`src/rtl/hyst_bp_pkg.sv`:
```
package hyst_bp_pkg;

  typedef enum logic [1:0] {
    ST_FIRM_NT = 2'd0,
    ST_SOFT_NT = 2'd1,
    ST_SOFT_T  = 2'd2,
    ST_FIRM_T  = 2'd3
  } hyst_state_e;

  // New guess bit: pinned in strong states, follows the outcome in weak states.
  function automatic hyst_state_e hyst_advance(hyst_state_e cur, logic taken);
    logic hi;
    hi = (cur[1] & cur[0]) | (taken & (cur[1] | cur[0]));
    return hyst_state_e'({hi, taken});
  endfunction

  function automatic logic hyst_guess(hyst_state_e s);
    return s[1];
  endfunction

  function automatic logic hyst_is_soft(hyst_state_e s);
    return s[1] ^ s[0];
  endfunction

endpackage

```
`src/rtl/hyst_next.sv`:
```
module hyst_next
  import hyst_bp_pkg::*;
(
  input  hyst_state_e cur,
  input  logic        taken,
  output hyst_state_e nxt,
  output logic        flips
);
  always_comb begin
    nxt   = hyst_advance(cur, taken);
    flips = hyst_guess(nxt) ^ hyst_guess(cur);
  end
endmodule

```
`src/rtl/hyst_table.sv`:
```
module hyst_table
  import hyst_bp_pkg::*;
#(
  parameter int ENTRIES = 16,
  parameter int IDX_W   = $clog2(ENTRIES)
) (
  input  logic               clk,
  input  logic               rst,
  input  logic               wr_en,
  input  logic [IDX_W-1:0]   wr_idx,
  input  hyst_state_e        wr_state,
  input  logic [IDX_W-1:0]   rd_look_idx,
  output hyst_state_e        rd_look_state,
  input  logic [IDX_W-1:0]   rd_upd_idx,
  output hyst_state_e        rd_upd_state,
  output logic [ENTRIES-1:0] wr_sel
);
  hyst_state_e ent [ENTRIES];

  always_comb begin
    wr_sel = '0;
    if (wr_en) wr_sel[wr_idx] = 1'b1;
  end

  for (genvar g = 0; g < ENTRIES; g++) begin : g_ent
    always_ff @(posedge clk) begin
      if (rst)            ent[g] <= ST_FIRM_NT;
      else if (wr_sel[g]) ent[g] <= wr_state;
    end
  end

  assign rd_look_state = ent[rd_look_idx];
  assign rd_upd_state  = ent[rd_upd_idx];
endmodule

```
`src/rtl/hyst_predictor.sv`:
```
module hyst_predictor
  import hyst_bp_pkg::*;
#(
  parameter int ENTRIES = 16,
  parameter int ADDR_W  = 32
) (
  input  logic              clk,
  input  logic              rst,
  input  logic              upd_valid,
  input  logic [ADDR_W-1:0] upd_pc,
  input  logic              upd_taken,
  input  logic [ADDR_W-1:0] look_pc,
  output logic              pred_taken
);
  localparam int IDX_W = $clog2(ENTRIES);

  // Named internal events, observed by the bound checker.
  logic               wr_en;
  logic [IDX_W-1:0]   wr_idx;
  logic [IDX_W-1:0]   look_idx;
  hyst_state_e        upd_cur;
  hyst_state_e        upd_nxt;
  hyst_state_e        look_state;
  logic               upd_flip;
  logic [ENTRIES-1:0] wr_sel;

  assign wr_en    = upd_valid & ~rst;
  assign wr_idx   = upd_pc[IDX_W-1:0];
  assign look_idx = look_pc[IDX_W-1:0];

  hyst_table #(.ENTRIES(ENTRIES), .IDX_W(IDX_W)) u_table (
    .clk           (clk),
    .rst           (rst),
    .wr_en         (wr_en),
    .wr_idx        (wr_idx),
    .wr_state      (upd_nxt),
    .rd_look_idx   (look_idx),
    .rd_look_state (look_state),
    .rd_upd_idx    (wr_idx),
    .rd_upd_state  (upd_cur),
    .wr_sel        (wr_sel)
  );

  hyst_next u_next (
    .cur   (upd_cur),
    .taken (upd_taken),
    .nxt   (upd_nxt),
    .flips (upd_flip)
  );

  assign pred_taken = hyst_guess(look_state);
endmodule

```
`config.mk`:
```
export PLATFORM = sky130hd
export DESIGN_NAME = hyst_predictor
export DESIGN_NICKNAME = d
export VERILOG_FILES = /design/src/rtl/hyst_bp_pkg.sv /design/src/rtl/hyst_next.sv /design/src/rtl/hyst_table.sv /design/src/rtl/hyst_predictor.sv
export SDC_FILE = /design/constraint.sdc
export NUM_CORES = 1
export LEC_CHECK = 0
export CORE_ASPECT_RATIO = 0.75
export CORE_MARGIN = 10
export CORE_UTILIZATION = 55
export DETAILED_ROUTE_END_ITERATION = 12
export DONT_BUFFER_PORTS = 1
export PLACE_DENSITY = 0.7
export SYNTH_ARGS = -nofsm -noshare
export SYNTH_HDL_FRONTEND = slang
export SYNTH_SLANG_ARGS = --single-unit
```
`constraint.sdc`:
```
create_clock -name clk -period 5.6 [get_ports clk]
set_input_delay 0.56 -clock clk [delete_from_list [all_inputs] [get_ports clk]]
set_output_delay 0.56 -clock clk [all_outputs]
set_load 0.1 [all_outputs]
```
; Word level (Yosys, flattened, before mapping)
; Memories as Yosys holds them, arrays and structs flattened.
; Cells that the tools add are included.
[word_totals]
memories = 1
ff_bits = 0
mem_bits_rw = 32
inputBits = 68
[mem_list]
columns = memory, depth, width, rd, rd_clocked_by_memory_dff, write_ports, line
row1 = u_table.ent, 16, 2, 2, 0, 16, hyst_table.sv:18  ; hyst_state_e ent [ENTRIES];
[op_classes]
n_bitwise = 22
muxes = 69
reduce_logical = 1
order_cmp = 2
[ops]
columns = operator, count
row1 = 2-to-1 mux 1 bit, 51
row2 = 2-to-1 mux 2 bit, 16
row3 = OR 1 bit, 18
row4 = 2-to-1 mux 16 bit, 1
row5 = < comparator 4 x 5 -> 1 bit (second input constant), 1
row6 = demux 1 bit (select 4 bit), 1
row7 = >= comparator 4 x 1 -> 1 bit (second input constant), 1
row8 = AND 1 bit, 3
row9 = logical AND 1 bit, 1
row10 = inverter 1 bit, 1

; Depth between registers and ports, before layout
[logic_depth]
ltp_word = 9
depth_mapped = 8

; Hierarchy
; Synthesis repeated with hierarchy kept, for this count alone.
[unflattened]
hier_cells = 175
hier_area_um2 = 2037.0
[modules_own_cells]
columns = module, area_per_inst_um2, instances, cells_each, seq_area_each_um2
row1 = hyst_table, 1985.7, 1, 169, 960.9
row2 = hyst_next, 37.5, 1, 5, 0.0
row3 = hyst_predictor, 13.8, 1, 1, 0.0

; Worst setup path after synthesis
; Ideal clock, no wire load.
[synth_path]
kind = input-to-output
from = input look_pc[0]
to = output pred_taken
slack_ns = 3.269
t_arrival_ns = 1.771
stages = 2
t_required_ns = 5.040
path_buffers = 0
cell_sequence = mux4_2 mux4_2
[synth_via]
elab_chain_len = 1
[synth_rtl]
columns = element, line
row1 = start: declaration, hyst_predictor.sv:12  ; input logic [ADDR_W-1:0] look_pc,
row2 = memory (16 x 2 bit), n/a
row3 = end: declaration, hyst_predictor.sv:13  ; output logic pred_taken
; No other way between the ends.

==> impl_metrics.csv <==
group,metric,value,unit
clocking,postCtsSetupBuffers,0,
route,via_per_inst,6.509,
placement,place_ws,3.236,ns
global_routing,antenna_found_initial,0,
yosys,ys_seq_elements,32,
finish,finish.utilization,61.31,%
clocking,cts_tree,"built",
clocking,htree_num_levels,2,
clocking,cts_inserted_buffers,5,
route,drtIter0Drc,73,
critical_path,critical_path_class,"reg -> out",
power,seq_power_share,56.1,%
sta,final_hold_viol_count,0,
die,fp.dieH,69.41,microns
global_routing,grt_pass1_vias,1166,
sta,fin_setup_tns,0,ns
route,firstDrtPassIters,4,
route,wl,3557,microns
yosys,synthArstFlopShare,0,%
route,dr_total_vias,1139,
die,start_util,59.28,%
global_routing,grt_overflow,0,
yosys,yosysTopAreaCell,"edfxtp_1",
critical_path,slowest_delay,0.74,ns
critical_path,worst_path_max_delay_cell,"mux4_2",
power,netSwitchingPower,0.0001163,W
sta,setup_viol,0,
critical_path,worstPathBufferInverterCount,0,
critical_path,critical_path_peak_fanout,2,
route,drtAntennaViolNets,0,
yosys,synth-edff-count,32,
finish,layout.nets,205,
critical_path,critPathTopFamily,"multiplexers",
sta,rsz0062_at_grt,"false",
run_status,status,"complete, no violations",
critical_path,cp.required,5.04,ns
sta,min_period_over_period,44.84,%
finish,reg_top3,"u_table.ent: 32 flops",
yosys,yosys_warnings,0,
clocking,path_clk_slew,0.06,ns
finish,largest-register,"u_table.ent",
yosys,syn-cell-area,1790,sq um
yosys,synth_cells,139,
finish,num_antenna_cells,0,
yosys,synth_cell_types,27,
yosys,synth_nets,207,
critical_path,start_kind,"flop",
sta,max_freq,398.3,MHz
sta,fin_skew,0.006566,ns
clocking,cts-root-buf,"clkbuf_8",
clocking,cts_max_path_buffers,2,
route,wire_per_inst,20.33,microns
finish,drive_gt1_share,14.60,%
sta,fin_ws,3.089,ns
critical_path,rrSetupSlack,3.64,ns
hold_path,hp-class,"in -> reg",
die,core-area,3020,sq um
sta,final-max-slew-violation-count,0,
die,dieArea,5961,sq um
clocking,clock_sinks,32,
critical_path,crit_arrival,1.95,ns
flow_run,max_cap_violations,0,
yosys,synth_area_leaders,"edfxtp_1 54%, mux4_2 11%, mux4_1 5.9%, nor2_1 4.6%, nand2b_1 4.5%",
power,clockPowerShare,32.6,%
critical_path,crit_chain,"mux4_2 > mux4_2",
critical_path,cp-end-kind,"output port",
yosys,synth_seq_area_share,53.67,%
die,die_w,85.88,microns
placement,hpwl,2546,microns
yosys,avgSynthCellArea,12.88,sq um
placement,gp_congestion,0.8018,
critical_path,timing.critical_path.mode_cell,"mux4_2",
clocking,clkLatencyLatePin,0.28,ns
sta,worst_slew_pin_slew,0.5967,ns
placement,port_buffers,0,
power,p_int,0.0003814,W
route,drc,0,
global_routing,grt_usage,12.38,%
power,power_frac_comb,11.3,%
clocking,cts_resized,0,
die,rows,17,
power,ir_drop,178.0,uV
sta,layout_min_cycle_time,2.511,ns
global_routing,grt_max_degree,19,
power,leakage,0.6182,nW
finish,nFillCells,234,
power,p_per_area,268.8,nW/um^2
sta,slew_headroom,60.18,%
clocking,hold_buffers,0,
yosys,synth_top_area_share,53.67,%
finish,area_delta_synth_final,3.424,%
die,io_pins,69,
power,p_sw_share,23.36,%
yosys,ys.flop_type,"edfxtp_1",
finish,largest_reg_flops,32,
global_routing,grt_pass1_wl,5782,microns
## final timing paths
| check | start | endpoint | depth (start not counted) |
|---|---|---|---|
| max | u_table.ent[6][1]$_SDFFCE_PN0P_ | pred_taken | 2 |
| max reg2reg | u_table.ent[6][1]$_SDFFCE_PN0P_ | u_table.ent[3][1]$_SDFFCE_PN0P_ | 5 |
| min reg2reg | u_table.ent[8][0]$_SDFFCE_PN0P_ | u_table.ent[8][1]$_SDFFCE_PN0P_ | 5 |
| min | upd_pc[3] | u_table.ent[7][1]$_SDFFCE_PN0P_ | 1 |
## kinds of logic after synthesis
kind of cell               Yosys count  synth area share [%]
buffers and inverters               10                 3.703
DFF                                 32                 53.67
muxes                               13                 17.19
adders and majority gates            1                0.7685
AOI/OAI and AO/OA                    7                 3.075
and+or+nand+nor                     76                 21.59
## worst reg2reg max path, stage by stage, from the launching register on
cell	delay [ns]
edfxtp_1	0.43
mux4_1	0.53
a22oi_1	0.15
and3_1	0.19
maj3_4	0.32
nor3b_1	0.09
## Yosys cell counts, types with 2 or more instances
cell	count
nor3_1	7
a22oi_1	2
nor2b_1	5
nand2b_1	13
mux4_2	9
nor3b_1	3
buf_2	2
mux4_1	4
edfxtp_1	32
nor2_1	22
o21bai_1	3
nand3_1	3
buf_6	2
clkbuf_1	4
a31o_2	2
and3_1	3
nand2_1	13
## cell type report
type,instances,area [sq um],share of cell area (%)
clock inverters,2,7.507,0.4054
multi-input cells,97,763.2,41.22
flip-flops and latches,32,960.9,51.89
clock buffers,5,68.82,3.716
well taps,38,47.55,2.568
inverters,1,3.754,0.2027
## power by group through the flow
stage                     Clock [W]  Combinational [W]  Sequential, W
final                      0.000162          0.0000561       0.000279
after global routing       0.000174          0.0000601       0.000280
after CTS                  0.000162          0.0000560       0.000280
after detailed placement          0          0.0000558       0.000285
after global placement            0          0.0000546       0.000284
after floorplan                   0          0.0000568       0.000282
## per-stage QoR
| step | total power, W | cell area (sq um) | std cells | hold slack, ns |
|---|---|---|---|---|
| finish | 0.0004977 | 1852 | 175 | 0.4613 |
| global route | 0.0005141 | 1852 | 175 | 0.4490 |
| CTS | 0.0004979 | 1852 | 175 | 0.4535 |
| detailed placement | 0.0003405 | 1775 | 168 | 0.7562 |
| global placement | 0.0003383 | 1775 | 168 | 0.7535 |
| floorplan | 0.0003385 | 1790 | 139 | 0.7582 |
## cell usage in the layout (no fill, tap or decap), types with 2 or more instances in the layout
cell type / Yosys / final
nand3_1: 3 / 3
nor2_1: 22 / 22
a22oi_1: 2 / 2
edfxtp_1: 32 / 32
nand2b_1: 13 / 13
a31o_2: 2 / 2
o21bai_1: 3 / 3
and3_1: 3 / 3
nor3b_1: 3 / 3
nor3_1: 7 / 7
clkinv_1: 0 / 2
nand2_1: 13 / 13
mux4_2: 9 / 9
clkbuf_8: 0 / 5
mux4_1: 4 / 4
nor2b_1: 5 / 5
## layer usage
metal | global-route usage, % | vias up | part of all wire (%)
li1 | - | 513 | -
met1 | 15.18 | 575 | 44
met2 | 17.61 | 47 | 45
met3 | 6.674 | 4 | 10
met4 | 4.891 | 0 | 0.87
met5 | 0 | - | 0
(Power assumes the default switching activity.)
